==> config.mk <==
export PLATFORM = sky130hd
export DESIGN_NAME = mc_macrocell
export DESIGN_NICKNAME = d
export VERILOG_FILES = /design/src/rtl/mc_pkg.sv /design/src/rtl/mc_clk_select.sv /design/src/rtl/mc_store.sv /design/src/rtl/mc_pad_out.sv /design/src/rtl/mc_macrocell.sv
export SDC_FILE = /design/constraint.sdc
export NUM_CORES = 1
export LEC_CHECK = 0
export BUFFER_PORTS_ARGS = -buffer_cell sky130_fd_sc_hd__buf_2
export CORE_AREA = 2 2 39 41
export CTS_CLUSTER_DIAMETER = 200
export DETAILED_ROUTE_END_ITERATION = 10
export DIE_AREA = 0 0 41 43
export HOLD_SLACK_MARGIN = 0.15
export PLACE_DENSITY = 0.53
export SLEW_MARGIN = 20
export SYNTH_ARGS = -nofsm -noshare
export SYNTH_HDL_FRONTEND = slang
export SYNTH_SLANG_ARGS = --single-unit
==> constraint.sdc <==
create_clock -name clk -period 3.94 [get_ports clk]
set_input_delay 0.985 -clock clk [delete_from_list [all_inputs] [get_ports clk]]
set_output_delay 0.985 -clock clk [all_outputs]
set_load 0.05 [all_outputs]
==> src/rtl/mc_pkg.sv <==
package mc_pkg;

    localparam int unsigned MC_NUM_GCLK = 4;
    localparam int unsigned MC_SEL_W    = $clog2(MC_NUM_GCLK + 1);

    typedef enum logic [1:0] {
        MODE_COMB  = 2'd0,
        MODE_DFF   = 2'd1,
        MODE_TFF   = 2'd2,
        MODE_LATCH = 2'd3
    } store_mode_e;

    typedef struct packed {
        logic                out_inv;
        logic                din_pin;
        logic                rst_inv;
        logic                set_inv;
        logic                clk_inv;
        logic [MC_SEL_W-1:0] clk_sel;
        store_mode_e         mode;
    } mc_cfg_t;

    localparam int unsigned MC_CFG_W = $bits(mc_cfg_t);

    function automatic logic term_active(input logic term, input logic inv);
        return term ^ inv;
    endfunction

endpackage

==> src/rtl/mc_clk_select.sv <==
module mc_clk_select
    import mc_pkg::*;
#(
    parameter int unsigned NUM_GCLK = MC_NUM_GCLK,
    parameter int unsigned SEL_W    = MC_SEL_W
) (
    input  logic                clk,
    input  logic                rst,
    input  logic [SEL_W-1:0]    sel_i,
    input  logic                inv_i,
    input  logic [NUM_GCLK-1:0] gclk_i,
    input  logic                pt_clk_i,
    output logic                lvl_o,
    output logic                edge_o
);

    logic [NUM_GCLK-1:0] hit;
    logic                use_pt;
    logic                raw;
    logic                prev_q;

    for (genvar g = 0; g < NUM_GCLK; g++) begin : g_src
        assign hit[g] = (sel_i == SEL_W'(g)) & gclk_i[g];
    end

    assign use_pt = (sel_i >= SEL_W'(NUM_GCLK));
    assign raw    = (|hit) | (use_pt & pt_clk_i);
    assign lvl_o  = raw ^ inv_i;
    assign edge_o = lvl_o & ~prev_q;

    always_ff @(posedge clk) begin
        if (rst) prev_q <= lvl_o;
        else     prev_q <= lvl_o;
    end

    // an edge needs a low sample first, so two in a row cannot occur
    AST_EDGE_SINGLE: assert property (@(posedge clk) disable iff (rst)
        edge_o |=> !edge_o);

endmodule

==> src/rtl/mc_store.sv <==
module mc_store
    import mc_pkg::*;
(
    input  logic        clk,
    input  logic        rst,
    input  store_mode_e mode_i,
    input  logic        d_i,
    input  logic        lvl_i,
    input  logic        edge_i,
    input  logic        set_act_i,
    input  logic        rst_act_i,
    output logic        res_o
);

    logic q_r;
    logic nxt;

    always_comb begin
        nxt = q_r;
        unique case (mode_i)
            MODE_COMB:  nxt = d_i;
            MODE_DFF:   if (edge_i) nxt = d_i;
            MODE_TFF:   if (edge_i && d_i) nxt = ~q_r;
            MODE_LATCH: if (lvl_i) nxt = d_i;
            default:    nxt = q_r;
        endcase
        if (set_act_i) nxt = 1'b1;
        if (rst_act_i) nxt = 1'b0;
    end

    always_ff @(posedge clk) begin
        if (rst) q_r <= 1'b0;
        else     q_r <= nxt;
    end

    always_comb begin
        if (rst_act_i)                              res_o = 1'b0;
        else if (set_act_i)                         res_o = 1'b1;
        else if (mode_i == MODE_COMB)               res_o = d_i;
        else if (mode_i == MODE_LATCH && lvl_i)     res_o = d_i;
        else                                        res_o = q_r;
    end

    AST_RESET_WINS: assert property (@(posedge clk) disable iff (rst)
        rst_act_i |=> !q_r);

    AST_SET_FORCE: assert property (@(posedge clk) disable iff (rst)
        (set_act_i && !rst_act_i) |=> q_r);

    AST_DFF_HOLD: assert property (@(posedge clk) disable iff (rst)
        (mode_i == MODE_DFF && !edge_i && !set_act_i && !rst_act_i) |=> $stable(q_r));

    AST_TFF_TOGGLE: assert property (@(posedge clk) disable iff (rst)
        (mode_i == MODE_TFF && edge_i && d_i && !set_act_i && !rst_act_i)
            |=> (q_r != $past(q_r)));

    AST_LATCH_HOLD: assert property (@(posedge clk) disable iff (rst)
        (mode_i == MODE_LATCH && !lvl_i && !set_act_i && !rst_act_i) |=> $stable(q_r));

endmodule

==> src/rtl/mc_pad_out.sv <==
module mc_pad_out (
    input  logic res_i,
    input  logic inv_i,
    output logic fb_o,
    output logic pad_o
);

    assign fb_o  = res_i;
    assign pad_o = inv_i ? ~res_i : res_i;

endmodule

==> src/rtl/mc_macrocell.sv <==
module mc_macrocell
    import mc_pkg::*;
#(
    parameter int unsigned NUM_GCLK = MC_NUM_GCLK,
    parameter int unsigned CFG_W    = MC_CFG_W
) (
    input  logic                clk,
    input  logic                rst,
    input  logic [CFG_W-1:0]    cfg_i,
    input  logic                sum_pt_i,
    input  logic                set_pt_i,
    input  logic                rst_pt_i,
    input  logic                pt_clk_i,
    input  logic [NUM_GCLK-1:0] gclk_i,
    input  logic                nbr_pin_i,
    output logic                fb_o,
    output logic                pad_o
);

    mc_cfg_t cfg;
    logic    d_sel;
    logic    set_act;
    logic    rst_act;
    logic    lvl;
    logic    edge_p;
    logic    res;

    assign cfg     = mc_cfg_t'(cfg_i);
    assign d_sel   = cfg.din_pin ? nbr_pin_i : sum_pt_i;
    assign set_act = term_active(set_pt_i, cfg.set_inv);
    assign rst_act = term_active(rst_pt_i, cfg.rst_inv);

    mc_clk_select #(
        .NUM_GCLK (NUM_GCLK),
        .SEL_W    (MC_SEL_W)
    ) u_clk (
        .clk      (clk),
        .rst      (rst),
        .sel_i    (cfg.clk_sel),
        .inv_i    (cfg.clk_inv),
        .gclk_i   (gclk_i),
        .pt_clk_i (pt_clk_i),
        .lvl_o    (lvl),
        .edge_o   (edge_p)
    );

    mc_store u_store (
        .clk       (clk),
        .rst       (rst),
        .mode_i    (cfg.mode),
        .d_i       (d_sel),
        .lvl_i     (lvl),
        .edge_i    (edge_p),
        .set_act_i (set_act),
        .rst_act_i (rst_act),
        .res_o     (res)
    );

    mc_pad_out u_pad (
        .res_i (res),
        .inv_i (cfg.out_inv),
        .fb_o  (fb_o),
        .pad_o (pad_o)
    );

endmodule

==> impl_metrics.toml, run 1 <==
[status]
status = "finished clean"

[worst_hold_path]
hold_depth = 2
hold_end = "u_store.q_r"
hold_path_class = "reg2reg"
worstHoldStart = "u_store.q_r"

[power]
powerDensity_mw_per_mm2 = 311
p_total_w = 0.000133
leakagePower_nw = 0.194
ir_drop_mv = 0.117

[place]
place_congestion = 0.637
io_buffers = 22

[layout]
syn_to_final_growth_pct = 67.2
diodes = 0
fin_nets = 74
drive_gt1_share_pct = 64.7

[global_routing]
grt_pass1_vias = 268
grt_pass1_wl_um = 855
grt_start_max_net_pins = 5
overflow = 0
grtUsageTotal_pct = 7.44
antenna_found_initial = 0

[clocking]
insertion_delay_ns = 0.22
ctsLongestPathBuffers = 2
clk_pin_slew_ns = 0.03
htree_levels = 1
ctsRootBufferMaster = "clkbuf_4"
cts-resized-gates = 0
cts_tree = "yes"
cts_setup_buffers = 0
postCtsHoldBufs = 0
cts_buffers = 3
cts.sinks = 2

[critical_path]
r2r_start = "u_store.q_r"
worstPathRequired_ns = 2.95
worstSetupStartpointType = "primary input"
crit_path_cell_trace = "buf_2, mux4_2, mux2i_4, xnor2_2, mux2_4, a21oi_4, xor2_4, buf_2"
reg2reg_depth = 3
cp.buffers_inverters = 2
cp_slowest_cell = "mux4_2"
cpMostUsedCell = "buf_2"
crit_arrival_ns = 2.86
end_kind = "primary output"
rrSetupSlack_ns = 2.79
critical_path_class = "in2out"
rr_endpoint = "u_store.q_r"
crit_family = "multiplexers"
max_stage_delay_ns = 0.51
cp_max_fo = 3

[timing]
rsz0062_at_grt = "no"
clock.fmax_mhz = 260
slew_headroom_pct = 78.5
tightest_slew_ns = 0.320
layout_min_cycle_time_ns = 3.85
setup_violations = 0
fin_tns_setup_ns = 0
finalHoldViolations = 0
min_period_over_period_pct = 97.7
slew_viol_final = 0
fin_worst_skew_ns = 0.000555

[synthesis]
synth_top_cell_by_area = "dfxtp_1"
syn_nets = 47
ys_top_cells_by_area = "dfxtp_1 16%, mux2i_4 8.8%, mux4_2 8.8%"
avgSynthCellArea_um2 = 9.82
netlist_instances = 26
synth_top_area_share_pct = 15.7
ys_ff_latch = 2
syn_area_um2 = 255
synth_cell_type_count = 19
yosys_warnings = 0
seq_area_frac_synth_pct = 15.7

[drt]
drt-initial-drc-count = 2
routed_wl_um = 509
drc = 0
post_drt_wl_per_cell_um = 7.60
drtAntennaViolNets = 0
dr.pass1.iters = 4
avgViaCountPerCell = 4.30
vias = 288

[floorplanning]
die_w_um = 41
rows = 14
dieArea_mm2 = 0.00176
die_h_um = 43
ioPinCount = 23
start_util_pct = 18.4
core-area_mm2 = 0.00138

[run]
cap_viol_max_count = 0
cell families (layout without fill, tap and decap cells):
kind of cell              count (synthesis)  after routing  synth area share [%]
xor gates and xnor gates                  5              5                  20.1
and+or+nand+nor                           7              7                  15.2
muxes                                     4              4                  27.4
AOI/OAI and AO/OA                         8              8                  21.6
buffers and inverters                     0             25                     0
DFF                                       2              2                  15.7
final cells by class:
class,count,area (µm²)
Multi-Input combinational cell,24,234
Fill cell,150,957
Sequential cell,2,40.0
Clock buffer,3,22.5
Tap cell,16,20.0
Timing Repair Buffer,22,110
synth_stat cells:
library cell,count
mux4_2,1
xor2_1,2
dfxtp_1,2
a21oi_1,1
or3b_2,1
mux2i_4,1
nand2_1,2
xnor2_2,1
o21ai_0,4
nand2b_1,1
o21a_1,1
or2_2,1
xnor2_1,2
mux2_4,1
a21oi_4,1
mux2i_1,1
a31oi_1,1
nor2_1,1
nor2b_1,1
how the worst max path moves through the flow:
stage | startpoint | endpoint | slack [ns] | depth (start not counted)
after floorplan | cfg_i[3] | pad_o | 0.03 | 6
after global placement | cfg_i[3] | pad_o | 0.09 | 8
after detailed placement | cfg_i[3] | pad_o | 0.08 | 8
after CTS | cfg_i[3] | pad_o | 0.08 | 8
after global routing | cfg_i[3] | pad_o | 0.02 | 8
final | cfg_i[3] | pad_o | 0.09 | 8
tightest hold or removal path: stages, from the launching register on:
cell     delay (ns)
dfxtp_1        0.31
o21ai_0        0.08
a31oi_1        0.08
metrics by stage:
| stage | util, % | setup WS, ns | instances | hold slack (ns) | area [µm²] |
|---|---|---|---|---|---|
| 3_5_place_dp | 29.2 | 0.0787 | 64 | 0.527 | 404 |
| 6_report | 30.8 | 0.0912 | 67 | 0.526 | 427 |
| 4_1_cts | 30.8 | 0.0787 | 67 | 0.530 | 427 |
| 5_1_grt | 30.8 | 0.0249 | 67 | 0.556 | 427 |
| 3_3_place_gp | 29.2 | 0.0878 | 64 | 0.523 | 404 |
| 2_1_floorplan | - | 0.0316 | 26 | 0.479 | 274 |
flip-flops by register name (all words and copies together) (netlist names):
register and flops:
u_clk.prev_q 1, u_store.q_r 1
placed cells by master, fill, tap and decap left out, drive strengths merged, types with 2 or more instances in the layout:
cell type  count
a21oi          2
xor2           2
clkbuf         3
xnor2          3
o21ai          4
nand2          2
mux2i          2
dfxtp          2
buf           22
metal layers:
| metal | global-route usage (%) | part of all wire, % | vias up |
|---|---|---|---|
| met4 | 6.00 | 0 | 0 |
| met2 | 11.6 | 51 | 16 |
| met1 | 7.12 | 32 | 127 |
| li1 | - | - | 145 |
| met3 | 3.14 | 17 | 0 |
| met5 | 0 | 0 | - |
where the power goes:
group / leakage [nW] / total [W] / internal [W] / switching [W]
Combinational: 0.163 / 0.0000630 / 0.0000293 / 0.0000337
Sequential: 0.0167 / 0.0000248 / 0.0000231 / 0.00000176
Clock: 0.0138 / 0.0000449 / 0.0000336 / 0.0000114
(Power assumes the default switching activity.)
==> run 2: changes to the inputs <==
Settings changed: BUFFER_PORTS_ARGS -buffer_cell sky130_fd_sc_hd__buf_2 to unset, DONT_BUFFER_PORTS set to 1, PLACE_DENSITY 0.53 to 0.38.
==> impl_metrics.toml, run 2 (same netlist as run 1, synthesis figures left out) <==
[status]
status = "finished clean"

[floorplanning]
rows = 14
dieArea_mm2 = 0.00176
die_w_um = 41
ioPinCount = 23
die_h_um = 43
start_util_pct = 18.4
core-area_mm2 = 0.00138

[layout]
fin_nets = 54
utilization_pct = 24.9
fillCellCount = 159
top_regs = "u_clk.prev_q x1, u_store.q_r x1"
syn_to_final_growth_pct = 34.8
finalInstanceArea_um2 = 344
layout_commonest_cell = "o21ai_0"
drive_gt1_share_pct = 41.9
final_cell_mix = "4 x o21ai_0, 3 x clkbuf_4, 2 x xnor2_1, 2 x nand2_1, 2 x dfxtp_1"
diodes = 0

[critical_path]
critical_path_class = "in2out"
crit_family = "multiplexers"
cp.buffers_inverters = 1
worstSetupStartpointType = "primary input"
crit_cells = 7
end_kind = "primary output"
cp_max_fo = 3
max_stage_delay_ns = 0.50
cp-endpoint = "pad_o"
crit_arrival_ns = 2.70
crit_path_cell_trace = "mux4_2, mux2i_4, xnor2_2, mux2_4, a21oi_4, xor2_4, buf_12"
worstPathRequired_ns = 2.95
r2r_start = "u_store.q_r"
cp_slowest_cell = "mux4_2"
rrSetupSlack_ns = 2.76
cp-startpoint = "cfg_i[3]"
reg2reg_depth = 3
rr_endpoint = "u_store.q_r"

[clocking]
clk_pin_slew_ns = 0.03
ctsRootBufferMaster = "clkbuf_4"
postCtsHoldBufs = 0
cts_buffers = 3
insertion_delay_ns = 0.22
cts.sinks = 2
cts-resized-gates = 0
cts_setup_buffers = 0
cts_tree = "yes"
htree_levels = 1
ctsLongestPathBuffers = 2

[global_routing]
antenna_found_initial = 0
grtUsageTotal_pct = 8.54
met3_usage_pct = 3.14
grt_pass1_vias = 264
grt_use_met2_pct = 13.8
grt_start_max_net_pins = 5
grt_pass1_wl_um = 945
overflow = 0
use_met1_pct = 7.42
top_usage_layer = "met2"

[timing]
setup_violations = 0
clock.fmax_mhz = 271
hold_ws_ns = 0.526
rsz0062_at_grt = "no"
fin_tns_setup_ns = 0
finalHoldViolations = 0
setup_slack_ns = 0.256
min_period_over_period_pct = 93.5
tightest_slew_ns = 0.327
slew_viol_final = 0
fin_worst_skew_ns = 0.00139
layout_min_cycle_time_ns = 3.68
slew_headroom_pct = 77.6

[place]
place_ws_ns = 0.241
placed_cell_area_um2 = 322
place_congestion = 0.590
place_hpwl_um = 475
io_buffers = 0

[drt]
avgViaCountPerCell = 4.57
drc = 0
routed_wl_um = 551
drtAntennaViolNets = 0
post_drt_wl_per_cell_um = 11.7
dr.pass1.iters = 1
drt-initial-drc-count = 0
vias = 215

[power]
leakagePower_nw = 0.121
ir_drop_mv = 0.0777
powerDensity_mw_per_mm2 = 379

[run]
cap_viol_max_count = 0

[worst_hold_path]
hold_path_class = "reg2reg"
run 2: cell types whose count changed in the layout (fill, tap and decap cells not counted), sizes merged:
cell / previous run / this run
buf: 22 / 2
run 2: worst register-to-register path, cell delays in order (launching register included):
cell and delay, ns:
dfxtp_1 0.31, o21ai_0 0.16, or3b_2 0.45, a31oi_1 0.18
run 2: area by class of cell:
class,instances,area (µm²),share of cell area (%)
clock buffers,3,22.5,6.55
multi-input cells,24,234,68.0
well taps,16,20.0,5.82
repair buffers,2,27.5,8.00
flip-flops and latches,2,40.0,11.6
run 2: worst min path at each step:
stage / depth (start not counted) / from / endpoint / slack (ns)
after floorplan: 2 / u_store.q_r / u_store.q_r / 0.48
after global placement: 2 / u_store.q_r / u_store.q_r / 0.52
after detailed placement: 2 / u_store.q_r / u_store.q_r / 0.52
after CTS: 2 / u_store.q_r / u_store.q_r / 0.52
after global routing: 2 / u_store.q_r / u_store.q_r / 0.58
final: 2 / u_store.q_r / u_store.q_r / 0.53
run 2: stage by stage:
stage | cells | total power, W
global route | 47 | 0.000140
floorplan | 26 | 0.0000707
finish | 47 | 0.000130
CTS | 47 | 0.000134
detailed placement | 44 | 0.0000869
global placement | 44 | 0.0000855
run 2: power breakdown:
| group | switching [W] | internal, W | leakage (nW) |
|---|---|---|---|
| sequential | 0.00000178 | 0.0000231 | 0.0167 |
| combinational | 0.0000311 | 0.0000301 | 0.0908 |
| clock | 0.0000108 | 0.0000335 | 0.0138 |
| total | 0.0000437 | 0.0000867 | 0.121 |
run 2: metal layers:
layer  share of wire (%)  vias up  wire length, µm
li1                    -      103                -
met1                  30      100              163
met2                  60       12              333
met4                   0        0                0
met5                   0        -                0
met3                 9.8        0               54
==> run 3: changes to the inputs <==
Settings changed: GPL_TIMING_DRIVEN set to 0.
==> impl_metrics.toml, run 3 (same netlist as run 1, synthesis figures left out) <==
[critical_path]
worstPathRequired_ns = 2.95
reg2reg_depth = 3
crit_arrival_ns = 2.96
end_kind = "primary output"
worstSetupStartpointType = "primary input"
critical_path_class = "in2out"
cp_max_fo = 3

[power]
leakagePower_nw = 0.107
powerDensity_mw_per_mm2 = 376
ir_drop_mv = 0.0763
p_total_w = 0.000119

[floorplanning]
ioPinCount = 23
dieArea_mm2 = 0.00176
start_util_pct = 18.4
core-area_mm2 = 0.00138
die_h_um = 43
rows = 14
die_w_um = 41

[drt]
avgViaCountPerCell = 4.62
drt-initial-drc-count = 5
vias = 208
post_drt_wl_per_cell_um = 11.4
routed_wl_um = 515
dr.pass1.iters = 2
drtAntennaViolNets = 0
drc = 0

[clocking]
cts_buffers = 3
cts_setup_buffers = 0
cts.sinks = 2
htree_levels = 1
clk_pin_slew_ns = 0.03
insertion_delay_ns = 0.22
postCtsHoldBufs = 0
ctsLongestPathBuffers = 2
ctsRootBufferMaster = "clkbuf_4"
cts_tree = "yes"

[global_routing]
antenna_found_initial = 0
grt_pass1_wl_um = 821
overflow = 0
grt_start_max_net_pins = 5
grtUsageTotal_pct = 7.52
grt_pass1_vias = 229

[timing]
clock.fmax_mhz = 254
min_period_over_period_pct = 100
layout_min_cycle_time_ns = 3.94
rsz0062_at_grt = "yes"
setup_slack_ns = -0.00453
slew_viol_final = 0
slew_headroom_pct = 67.8
finalHoldViolations = 0
setup_violations = 1
fin_worst_skew_ns = 0.00300
tightest_slew_ns = 0.481

[layout]
drive_gt1_share_pct = 37.9
utilization_pct = 22.9
final_cell_mix = "4 x o21ai_0, 3 x clkbuf_4, 2 x xnor2_1, 2 x nand2_1, 2 x dfxtp_1"
layout_commonest_cell = "o21ai_0"
syn_to_final_growth_pct = 24.0
diodes = 0
fillCellCount = 154
top_regs = "u_clk.prev_q x1, u_store.q_r x1"
fin_nets = 52

[run]
cap_viol_max_count = 0

[status]
status = "finished, violations left"
violations = "setup timing"

[worst_hold_path]
hold_depth = 2
hold_path_class = "reg2reg"

[place]
place_congestion = 0.589
place_hpwl_um = 456
io_buffers = 0
-- run 3: worst paths after layout --
check,from,endpoint,slack (ns)
min,u_store.q_r,u_store.q_r,0.52
max reg2reg,u_store.q_r,u_store.q_r,2.78
min reg2reg,u_store.q_r,u_store.q_r,0.52
max,cfg_i[3],pad_o,-0.005
-- run 3: critical path, cell delays in order --
cell and delay [ns]:
mux4_2 0.50, mux2i_4 0.17, xnor2_2 0.17, mux2_4 0.34, a21oi_4 0.41, xor2_4 0.38
-- run 3: layout make-up --
| type | instances | area (µm²) | area share [%] |
|---|---|---|---|
| clock buffer | 3 | 22.5 | 7.11 |
| multi-input combinational | 24 | 234 | 73.9 |
| sequential | 2 | 40.0 | 12.6 |
| tap | 16 | 20.0 | 6.32 |
-- run 3: timing repair --
item                                    in CTS  in global routing
pin swaps                                    1                  0
resized for setup                            0                  0
endpoints found under the setup margin       1                  1
-- run 3: power breakdown --
part	internal (W)	switching [W]
Combinational	0.0000203	0.0000289
Sequential	0.0000231	0.00000169
Clock	0.0000336	0.0000116
-- run 3: per-layer routing --
metal	track usage, %	wire [µm]	up-vias
li1	-	-	102
met1	6.09	151	94
met2	10.9	309	12
met3	4.71	54	0
met4	8.00	0	0
met5	0	0	-
-- run 3: per-stage QoR --
step | TNS, ns | hold slack [ns] | instance area, µm² | setup WS [ns] | std cells
floorplan | 0 | 0.479 | 274 | 0.0316 | 26
global placement | -0.0246 | 0.519 | 294 | -0.0246 | 42
detailed placement | -0.0384 | 0.520 | 294 | -0.0384 | 42
CTS | -0.0241 | 0.522 | 317 | -0.0241 | 45
global route | -0.0602 | 0.560 | 317 | -0.0602 | 45
finish | -0.00453 | 0.518 | 317 | -0.00453 | 45
